[src/rtl/pwm_pkg.sv]
package pwm_pkg;
    typedef enum logic {
        ST_HALT  = 1'b0,
        ST_COUNT = 1'b1
    } run_state_t;

    localparam logic [1:0] ADDR_CTRL = 2'd0;
    localparam int         CTRL_RUN  = 0;
    localparam int         CTRL_OE   = 1;

    // shadowed fields, stored at address (index + 1)
    localparam int FIELD_PSC = 0;
    localparam int FIELD_ARR = 1;
    localparam int FIELD_CMP = 2;
    localparam int NUM_FIELDS = 3;
endpackage

[src/rtl/pwm_regs.sv]
module pwm_regs
    import pwm_pkg::*;
#(
    parameter int W = 16
) (
    input  logic         clk,
    input  logic         rst_n,
    input  logic         wr_en,
    input  logic [1:0]   wr_addr,
    input  logic [W-1:0] wr_data,
    input  logic         load,
    output logic         run_req,
    output logic         out_en,
    output logic [W-1:0] psc_act,
    output logic [W-1:0] arr_act,
    output logic [W-1:0] cmp_act
);
    logic [NUM_FIELDS-1:0][W-1:0] act_bus;
    logic                         run_q;
    logic                         oe_q;

    always_ff @(posedge clk or negedge rst_n) begin
        if (!rst_n) begin
            run_q <= 1'b0;
            oe_q  <= 1'b0;
        end else if (wr_en && wr_addr == ADDR_CTRL) begin
            run_q <= wr_data[CTRL_RUN];
            oe_q  <= wr_data[CTRL_OE];
        end
    end

    for (genvar f = 0; f < NUM_FIELDS; f++) begin : g_field
        localparam logic [1:0] FADDR = 2'(f + 1);
        logic [W-1:0] shadow_q;
        logic [W-1:0] active_q;

        always_ff @(posedge clk or negedge rst_n) begin
            if (!rst_n) begin
                shadow_q <= '0;
                active_q <= '0;
            end else begin
                if (wr_en && wr_addr == FADDR) begin
                    shadow_q <= wr_data;
                end
                if (load) begin
                    active_q <= shadow_q;
                end
            end
        end

        assign act_bus[f] = active_q;
    end

    assign run_req = run_q;
    assign out_en  = oe_q;
    assign psc_act = act_bus[FIELD_PSC];
    assign arr_act = act_bus[FIELD_ARR];
    assign cmp_act = act_bus[FIELD_CMP];

    // active settings move only on a wrap
    assert_active_hold_R6: assert property (@(posedge clk) disable iff (!rst_n)
        !load |=> $stable(act_bus));
endmodule

[src/rtl/pwm_prescaler.sv]
module pwm_prescaler #(
    parameter int W = 16
) (
    input  logic         clk,
    input  logic         rst_n,
    input  logic         advance,
    input  logic [W-1:0] psc_act,
    output logic         tick
);
    logic [W-1:0] div_q;

    assign tick = advance && (div_q == psc_act);

    always_ff @(posedge clk or negedge rst_n) begin
        if (!rst_n) begin
            div_q <= '0;
        end else if (advance) begin
            div_q <= tick ? '0 : div_q + 1'b1;
        end
    end

    // divider phase stays inside the programmed range
    assert_div_range_R2: assert property (@(posedge clk) disable iff (!rst_n)
        div_q <= psc_act);
endmodule

[src/rtl/pwm_counter.sv]
module pwm_counter
    import pwm_pkg::*;
#(
    parameter int W = 16
) (
    input  logic         clk,
    input  logic         rst_n,
    input  logic         run_req,
    input  logic         tick,
    input  logic [W-1:0] arr_act,
    output logic         advance,
    output logic         wrap,
    output logic [W-1:0] count,
    output logic         update_evt
);
    run_state_t   state_q;
    run_state_t   state_d;
    logic [W-1:0] count_q;
    logic         update_q;

    always_ff @(posedge clk or negedge rst_n) begin
        if (!rst_n) begin
            state_q <= ST_HALT;
        end else begin
            state_q <= state_d;
        end
    end

    always_comb begin
        state_d = state_q;
        unique case (state_q)
            ST_HALT:  if (run_req)  state_d = ST_COUNT;
            ST_COUNT: if (!run_req) state_d = ST_HALT;
            default:  state_d = ST_HALT;
        endcase
    end

    assign advance = (state_q == ST_COUNT);
    assign wrap    = tick && (count_q == arr_act);

    always_ff @(posedge clk or negedge rst_n) begin
        if (!rst_n) begin
            count_q  <= '0;
            update_q <= 1'b0;
        end else begin
            update_q <= wrap;
            if (tick) begin
                count_q <= wrap ? '0 : count_q + 1'b1;
            end
        end
    end

    assign count      = count_q;
    assign update_evt = update_q;

    assert_evt_at_zero_R3: assert property (@(posedge clk) disable iff (!rst_n)
        update_evt |-> (count_q == '0));

    assert_count_in_range_R10: assert property (@(posedge clk) disable iff (!rst_n)
        count_q <= arr_act);

    assert_halt_freezes_R8: assert property (@(posedge clk) disable iff (!rst_n)
        (state_q == ST_HALT) |=> ($stable(count_q) && !update_q));
endmodule

[src/rtl/pwm_timer_chan.sv]
module pwm_timer_chan #(
    parameter int DATA_W = 16
) (
    input  logic              clk,
    input  logic              rst_n,
    input  logic              wr_en,
    input  logic [1:0]        wr_addr,
    input  logic [DATA_W-1:0] wr_data,
    output logic              pwm_out,
    output logic              update_evt,
    output logic [DATA_W-1:0] count
);
    logic              run_req;
    logic              out_en;
    logic [DATA_W-1:0] psc_act;
    logic [DATA_W-1:0] arr_act;
    logic [DATA_W-1:0] cmp_act;
    logic              advance;
    logic              tick;
    logic              wrap;

    pwm_regs #(.W(DATA_W)) u_regs (
        .clk     (clk),
        .rst_n   (rst_n),
        .wr_en   (wr_en),
        .wr_addr (wr_addr),
        .wr_data (wr_data),
        .load    (wrap),
        .run_req (run_req),
        .out_en  (out_en),
        .psc_act (psc_act),
        .arr_act (arr_act),
        .cmp_act (cmp_act)
    );

    pwm_prescaler #(.W(DATA_W)) u_presc (
        .clk     (clk),
        .rst_n   (rst_n),
        .advance (advance),
        .psc_act (psc_act),
        .tick    (tick)
    );

    pwm_counter #(.W(DATA_W)) u_cnt (
        .clk        (clk),
        .rst_n      (rst_n),
        .run_req    (run_req),
        .tick       (tick),
        .arr_act    (arr_act),
        .advance    (advance),
        .wrap       (wrap),
        .count      (count),
        .update_evt (update_evt)
    );

    assign pwm_out = out_en && (count < cmp_act);

    assert_out_gated_R7: assert property (@(posedge clk) disable iff (!rst_n)
        !out_en |-> !pwm_out);

    assert_cmp_zero_low_R5: assert property (@(posedge clk) disable iff (!rst_n)
        (cmp_act == '0) |-> !pwm_out);

    assert_cmp_over_high_R5: assert property (@(posedge clk) disable iff (!rst_n)
        (out_en && cmp_act > arr_act) |-> pwm_out);
endmodule

[config.mk]
export PLATFORM = sky130hd
export DESIGN_NAME = pwm_timer_chan
export DESIGN_NICKNAME = d
export VERILOG_FILES = /design/src/rtl/pwm_pkg.sv /design/src/rtl/pwm_regs.sv /design/src/rtl/pwm_prescaler.sv /design/src/rtl/pwm_counter.sv /design/src/rtl/pwm_timer_chan.sv
export SDC_FILE = /design/constraint.sdc
export NUM_CORES = 1
export LEC_CHECK = 0
export BUFFER_PORTS_ARGS = -buffer_cell sky130_fd_sc_hd__buf_2
export CAP_MARGIN = 20
export CELL_PAD_IN_SITES_DETAIL_PLACEMENT = 2
export CELL_PAD_IN_SITES_GLOBAL_PLACEMENT = 2
export CORE_MARGIN = 8
export CORE_UTILIZATION = 43
export DETAILED_ROUTE_END_ITERATION = 8
export GPL_ROUTABILITY_DRIVEN = 0
export PLACE_DENSITY_LB_ADDON = 0.1
export SYNTH_ARGS = -nofsm -noshare
export SYNTH_HDL_FRONTEND = slang
export SYNTH_HIERARCHICAL = 1
export SYNTH_SLANG_ARGS = --single-unit
[constraint.sdc]
create_clock -name clk -period 3.41 [get_ports clk]
set_input_delay 0.682 -clock clk [delete_from_list [all_inputs] [get_ports clk]]
set_output_delay 0.682 -clock clk [all_outputs]
set_load 0.01 [all_outputs]
After elaboration in Yosys (flattened, before gate mapping)

Index checks and enable logic that the tools add are counted.

Output and inout bits: 18
Bits of input ports: 21
Word-level logic and storage cells: 31
Register bits after elaboration: 132

Magnitude comparators: 1
Muxes and demuxes: 3
Equal/unequal tests: 5
Reduce and logical (&&, ||, !) cells: 8
Add/sub/neg operators: 2

Operators by type and width:

| cell                                                             | count |
|---|---|
| 16-bit by 1-bit adder with 16-bit output (second input constant) | 2 |
| 16-bit == test                                                   | 2 |
| 16-bit 2-to-1 mux                                                | 2 |
| 16-bit less-than comparator                                      | 1 |
| 1-bit logical AND                                                | 7 |
| 2-bit == test (second input constant)                            | 2 |
| 2-bit by 1-bit == test with 1-bit output (second input constant) | 1 |
| 2-bit logical NOT                                                | 1 |
| 1-bit 2-to-1 mux                                                 | 1 |

Depth between registers and ports, before layout

Depth in word-level cells: 4
Mapped depth: 10
Depth with buffers taken out: 8

By module

The synthesis kept the hierarchy.

Modules (own cells, without submodules):

| module         | instances | sequential area each (sq um) | area each (sq um) | cells an instance |
|---|---|---|---|---|
| pwm_regs       | 1         | 2452.4                       | 3792.4            | 208 |
| pwm_counter    | 1         | 450.4                        | 1094.8            | 113 |
| pwm_prescaler  | 1         | 400.4                        | 1044.8            | 111 |
| pwm_timer_chan | 1         | 0.0                          | 379.1             | 52 |

Worst setup path before layout

No wires, ideal clock.

Kind: reg2reg
Start: register u_presc.div_q[7]
End: register u_cnt.count_q[14] (netlist: u_cnt/count[14])
Buffers on the path: 2
Clock period less this slack: 2.981 ns
Path slack: 0.429 ns
Arrival: 2.899 ns
Cell stages (with the launch flop): 11
Setup time: 0.082 ns
Data required time: 3.328 ns
Cells stage by stage: dfrtp_1 clkbuf_1 xnor2_1 nand4_1 nor3_1 and4_1 buf_4 nand4_2 or3_4 or4_4 a22oi_2

Word-level cells in the longest chain between the ends: 4

Ends and longest elaborated chain:

| what                   | line                 | source |
|---|---|---|
| from (decl)            | pwm_prescaler.sv:10  | `logic [W-1:0] div_q;` |
| from (signal assigned) | pwm_prescaler.sv:18  | `div_q <= tick ? '0 : div_q + 1'b1;` |
| 16-bit == test (*)     | pwm_prescaler.sv:12  | `assign tick = advance && (div_q == psc_act);` |
| 1-bit logical AND (*)  | pwm_prescaler.sv:12  |  |
| net tick               | pwm_timer_chan.sv:19 | `logic tick;` |
| 1-bit logical AND      | pwm_counter.sv:39    | `assign wrap = tick && (count_q == arr_act);` |
| 16-bit 2-to-1 mux      | pwm_counter.sv:48    | `count_q <= wrap ? '0 : count_q + 1'b1;` |
| to (signal assigned)   | pwm_counter.sv:48    |  |
| to (decl)              | pwm_counter.sv:18    | `logic [W-1:0] count_q;` |

Mark *: on every way through the listed nets, which the timed path passes. The rest lies on a longest branch.
A chain may end at the register's enable or synchronous reset.

Final worst setup path

Start: register u_cnt.count_q[7] (netlist: u_cnt/count[7])
End: output pwm_out

Word-level cells in the longest chain between the ends: 2

Ends and longest elaborated chain:

| what                        | line                 | source |
|---|---|---|
| 16-bit less-than comparator | pwm_timer_chan.sv:56 | `assign pwm_out = out_en && (count < cmp_act);` |
| 1-bit logical AND           | pwm_timer_chan.sv:56 |  |
| to (decl)                   | pwm_timer_chan.sv:9  | `output logic pwm_out,` |

Every way passes these cells.

==> results.py <==
metrics = {
    "critical_path": {
        "timing.rr.end": "u_regs/arr_act[1]",
        "reg2reg_depth": 7,
        "cp_slowest_stage_delay_ns": 0.49,
        "crit_fanout": 9,
        "critPathTopFamily": "simple AND/OR/NAND/NOR gates",
        "start_kind": "flop",
        "crit_type": "flop to primary output",
        "path_buf_inv": 1,
        "cp_slowest_cell": "dfrtp_1",
        "required_ns": 2.73,
        "cp.depth": 6,
        "r2r_start": "u_presc/div_q[8]",
        "r2r_setup_slack_ns": 0.47,
        "cp-end-kind": "primary output",
        "worstPathCellList": "ha_1 -> and4_1 -> o21ai_1 -> or4_1 -> o2111a_1 -> buf_2",
        "crit_arrival_ns": 2.40,
    },
    "global_route": {
        "grt_max_degree": 74,
        "grt_overflow": 0,
        "first_global_vias": 4884,
        "antenna_found_initial": 0,
        "grt_pass1_wl_um": 27780,
        "grt_use_total": 0.1970,
    },
    "logic_synthesis": {
        "synth_fa_ha_area_frac": 0.03370,
        "synth_compound_area_frac": 0.05075,
        "syn_area_sq_mm": 0.006311,
        "synth_area_leaders": "dfrtp_1 (52%), mux2_2 (12%), mux2_4 (7.1%)",
        "ys_ff_latch": 132,
        "syn_avg_cell_area_sq_um": 13.04,
        "synth_cell_types": 40,
        "synth_top_family_by_area": "multiplexers",
        "synthXorXnorAreaFrac": 0.07494,
        "netlist.area_leader.share": 0.5234,
        "synthCells": 484,
        "synth-seq-area-share": 0.5234,
        "synth_nets": 522,
        "yosys.area_share.simple": 0.09159,
        "synth_top_area_cell": "dfrtp_1",
        "synthMuxAreaShare": 0.1959,
        "yosys_warnings": 6,
    },
    "detailed_routing": {
        "viasPerCell": 5.526,
        "dr.pass1.iters": 4,
        "vias": 4012,
        "wirelength_um": 17060,
        "wl_per_cell_um": 23.49,
        "drt_iter0_drc": 144,
        "drcViolationCount": 0,
        "ant_nets": 0,
    },
    "floorplan": {
        "fp-row-count": 44,
        "num_io_pins": 39,
        "start_util": 0.4375,
        "die_w_um": 137.2,
        "die_area_sq_mm": 0.01881,
        "die_h_um": 137.2,
        "core_area_sq_mm": 0.01442,
    },
    "clock_tree": {
        "cts_tree": "done",
        "htreeDepth": 4,
        "cts_buffers": 17,
        "clk_transition_reported_paths_ns": 0.06,
        "cts-root-buf": "clkbuf_16",
        "ctsResizeCount": 0,
        "cts_buffer_depth": 2,
        "post_cts_buffers": 0,
        "cts_sinks": 132,
        "cts.hold.buffers_added": 0,
        "clk_latency_ns": 0.41,
    },
    "sta": {
        "fin_tns_setup_ns": 0,
        "relSlewSlack": 0.5211,
        "finalClockSkew_ns": 0.009340,
        "fin_crit_sh": 0.9041,
        "setup_violations": 0,
        "worst_slew_pin_slew_ns": 0.7184,
        "drv_slew": 0,
        "finalHoldViolations": 0,
        "fin_crit_ns": 3.083,
        "fmax_ghz": 0.3244,
        "rsz0062_at_grt": "false",
    },
    "final_layout": {
        "final_common_cell": "dfrtp_1",
        "area_delta_synth_final_pct": 15.15,
        "drive_gt1_frac": 0.3432,
        "diodes": 0,
        "layout_common_cells": "dfrtp_1 (132), mux2_2 (68), xnor2_1 (38)",
        "finalNetCount": 567,
        "fin_cells": 726,
    },
    "flow_run": {
        "cap_violations": 0,
    },
    "place": {
        "dp.cells": 694,
        "dp_hpwl_um": 11580,
        "port_buffers": 38,
    },
    "power_and_ir_drop": {
        "total_power_mw": 5.321,
        "peakVddDrop_v": 0.0003896,
        "p_per_area_mw_per_mm2": 732.2,
        "leakagePower_nw": 3.389,
    },
    "status": {
        "run_status": "complete, no violations",
    },
    "hold_path": {
        "holdCritPathClass": "input pin to async pin",
    },
}
[synthesized netlist by cell type]
cell,n
a2111oi_0,1
a21oi_1,28
a22oi_1,4
a22oi_2,2
a2bb2oi_1,2
a31oi_1,4
and3b_1,2
and4_1,8
buf_2,9
buf_4,2
buf_6,3
clkbuf_1,4
dfrtp_1,132
ha_1,17
inv_1,21
mux2_2,68
mux2_4,30
mux2i_1,2
nand2_1,12
nand2b_1,1
nand3_1,12
nand3_4,1
nand3b_4,2
nand4_1,9
nand4_2,2
nor2_1,10
nor2b_1,2
nor3_1,6
nor3b_1,1
nor4_1,10
o2111a_1,1
o21ai_0,7
o21ai_1,1
o31ai_1,3
or3_1,6
or3_4,2
or4_1,1
or4_4,2
xnor2_1,38
xor2_1,16
[worst reg2reg max path: cells and delay by family, from the launching register on]
kind | cells | cell delay, ns
xor gates and xnor gates | 1 | 0.20
and+or+nand+nor | 4 | 1.23
buffers and inverters | 1 | 0.50
DFF | 1 | 0.45
muxes | 1 | 0.44
[worst max-delay path by stage]
stage	slack (ns)	endpoint	from
finish	0.33	pwm_out	u_cnt/count[7]
global route	0.22	pwm_out	u_cnt/count[7]
CTS	0.29	pwm_out	u_cnt/count[7]
detailed placement	0.50	u_cnt/count[14]	u_presc/div_q[8]
global placement	0.53	u_cnt/count[14]	u_presc/div_q[1]
floorplan	0.43	u_cnt/count[14]	u_presc/div_q[7]
[layer usage]
metal	global-route usage	wire length (um)	vias to the layer above	part of all wire
met5	0	0	-	0
met4	0.06337	228	0	0.013
met3	0.04148	401	14	0.024
met2	0.3462	8996	60	0.53
met1	0.2351	7430	2111	0.44
li1	-	-	1827	-
[layout make-up]
type                            instances  area, sq um
Sequential cell                       132         3303
Multi-Input combinational cell        313         2826
Tap cell                              184        230.2
Inverter                               21        78.83
Clock inverter                         11        103.9
Clock buffer                           21        470.5
Fill cell                            1406         7157
Timing Repair Buffer                   44        254.0
[stage by stage]
| step | utilization | cell area (sq um) | hold slack (ns) | worst slack (ns) |
|---|---|---|---|---|
| floorplan | - | 6311 | 0.3501 | 0.4287 |
| global placement | 0.4640 | 6693 | 0.3649 | 0.5253 |
| detailed placement | 0.4640 | 6693 | 0.3703 | 0.5031 |
| CTS | 0.5038 | 7267 | 0.3151 | 0.2950 |
| global route | 0.5038 | 7267 | 0.3250 | 0.2243 |
| finish | 0.5038 | 7267 | 0.2854 | 0.3272 |
[kinds of logic after synthesis]
logic type | after synthesis
AND/OR/NAND/NOR | 89
XOR/XNOR | 54
flip-flops | 132
multiplexers | 100
AO/OA/AOI/OAI | 53
adder cells (fa/ha/maj) | 17
buffers and inverters | 39
[registers in the layout (all words and copies together) (netlist names)]
register and count:
u_regs/out_en 1, u_regs/run_req 1, u_presc/div_q 16, u_regs/g_field.shadow_q 48, u_cnt/update_evt 1, u_cnt/count 16
u_regs/cmp_act 16, u_cnt/advance 1, u_regs/arr_act 16, u_regs/psc_act 16
[power breakdown]
part | internal [mW] | switching [mW] | leakage (nW)
Clock | 1.06 | 0.699 | 0.279
Combinational | 0.634 | 0.698 | 1.41
Sequential | 1.93 | 0.300 | 1.70
Total | 3.62 | 1.70 | 3.39
Power figures use the tool's default switching activity.
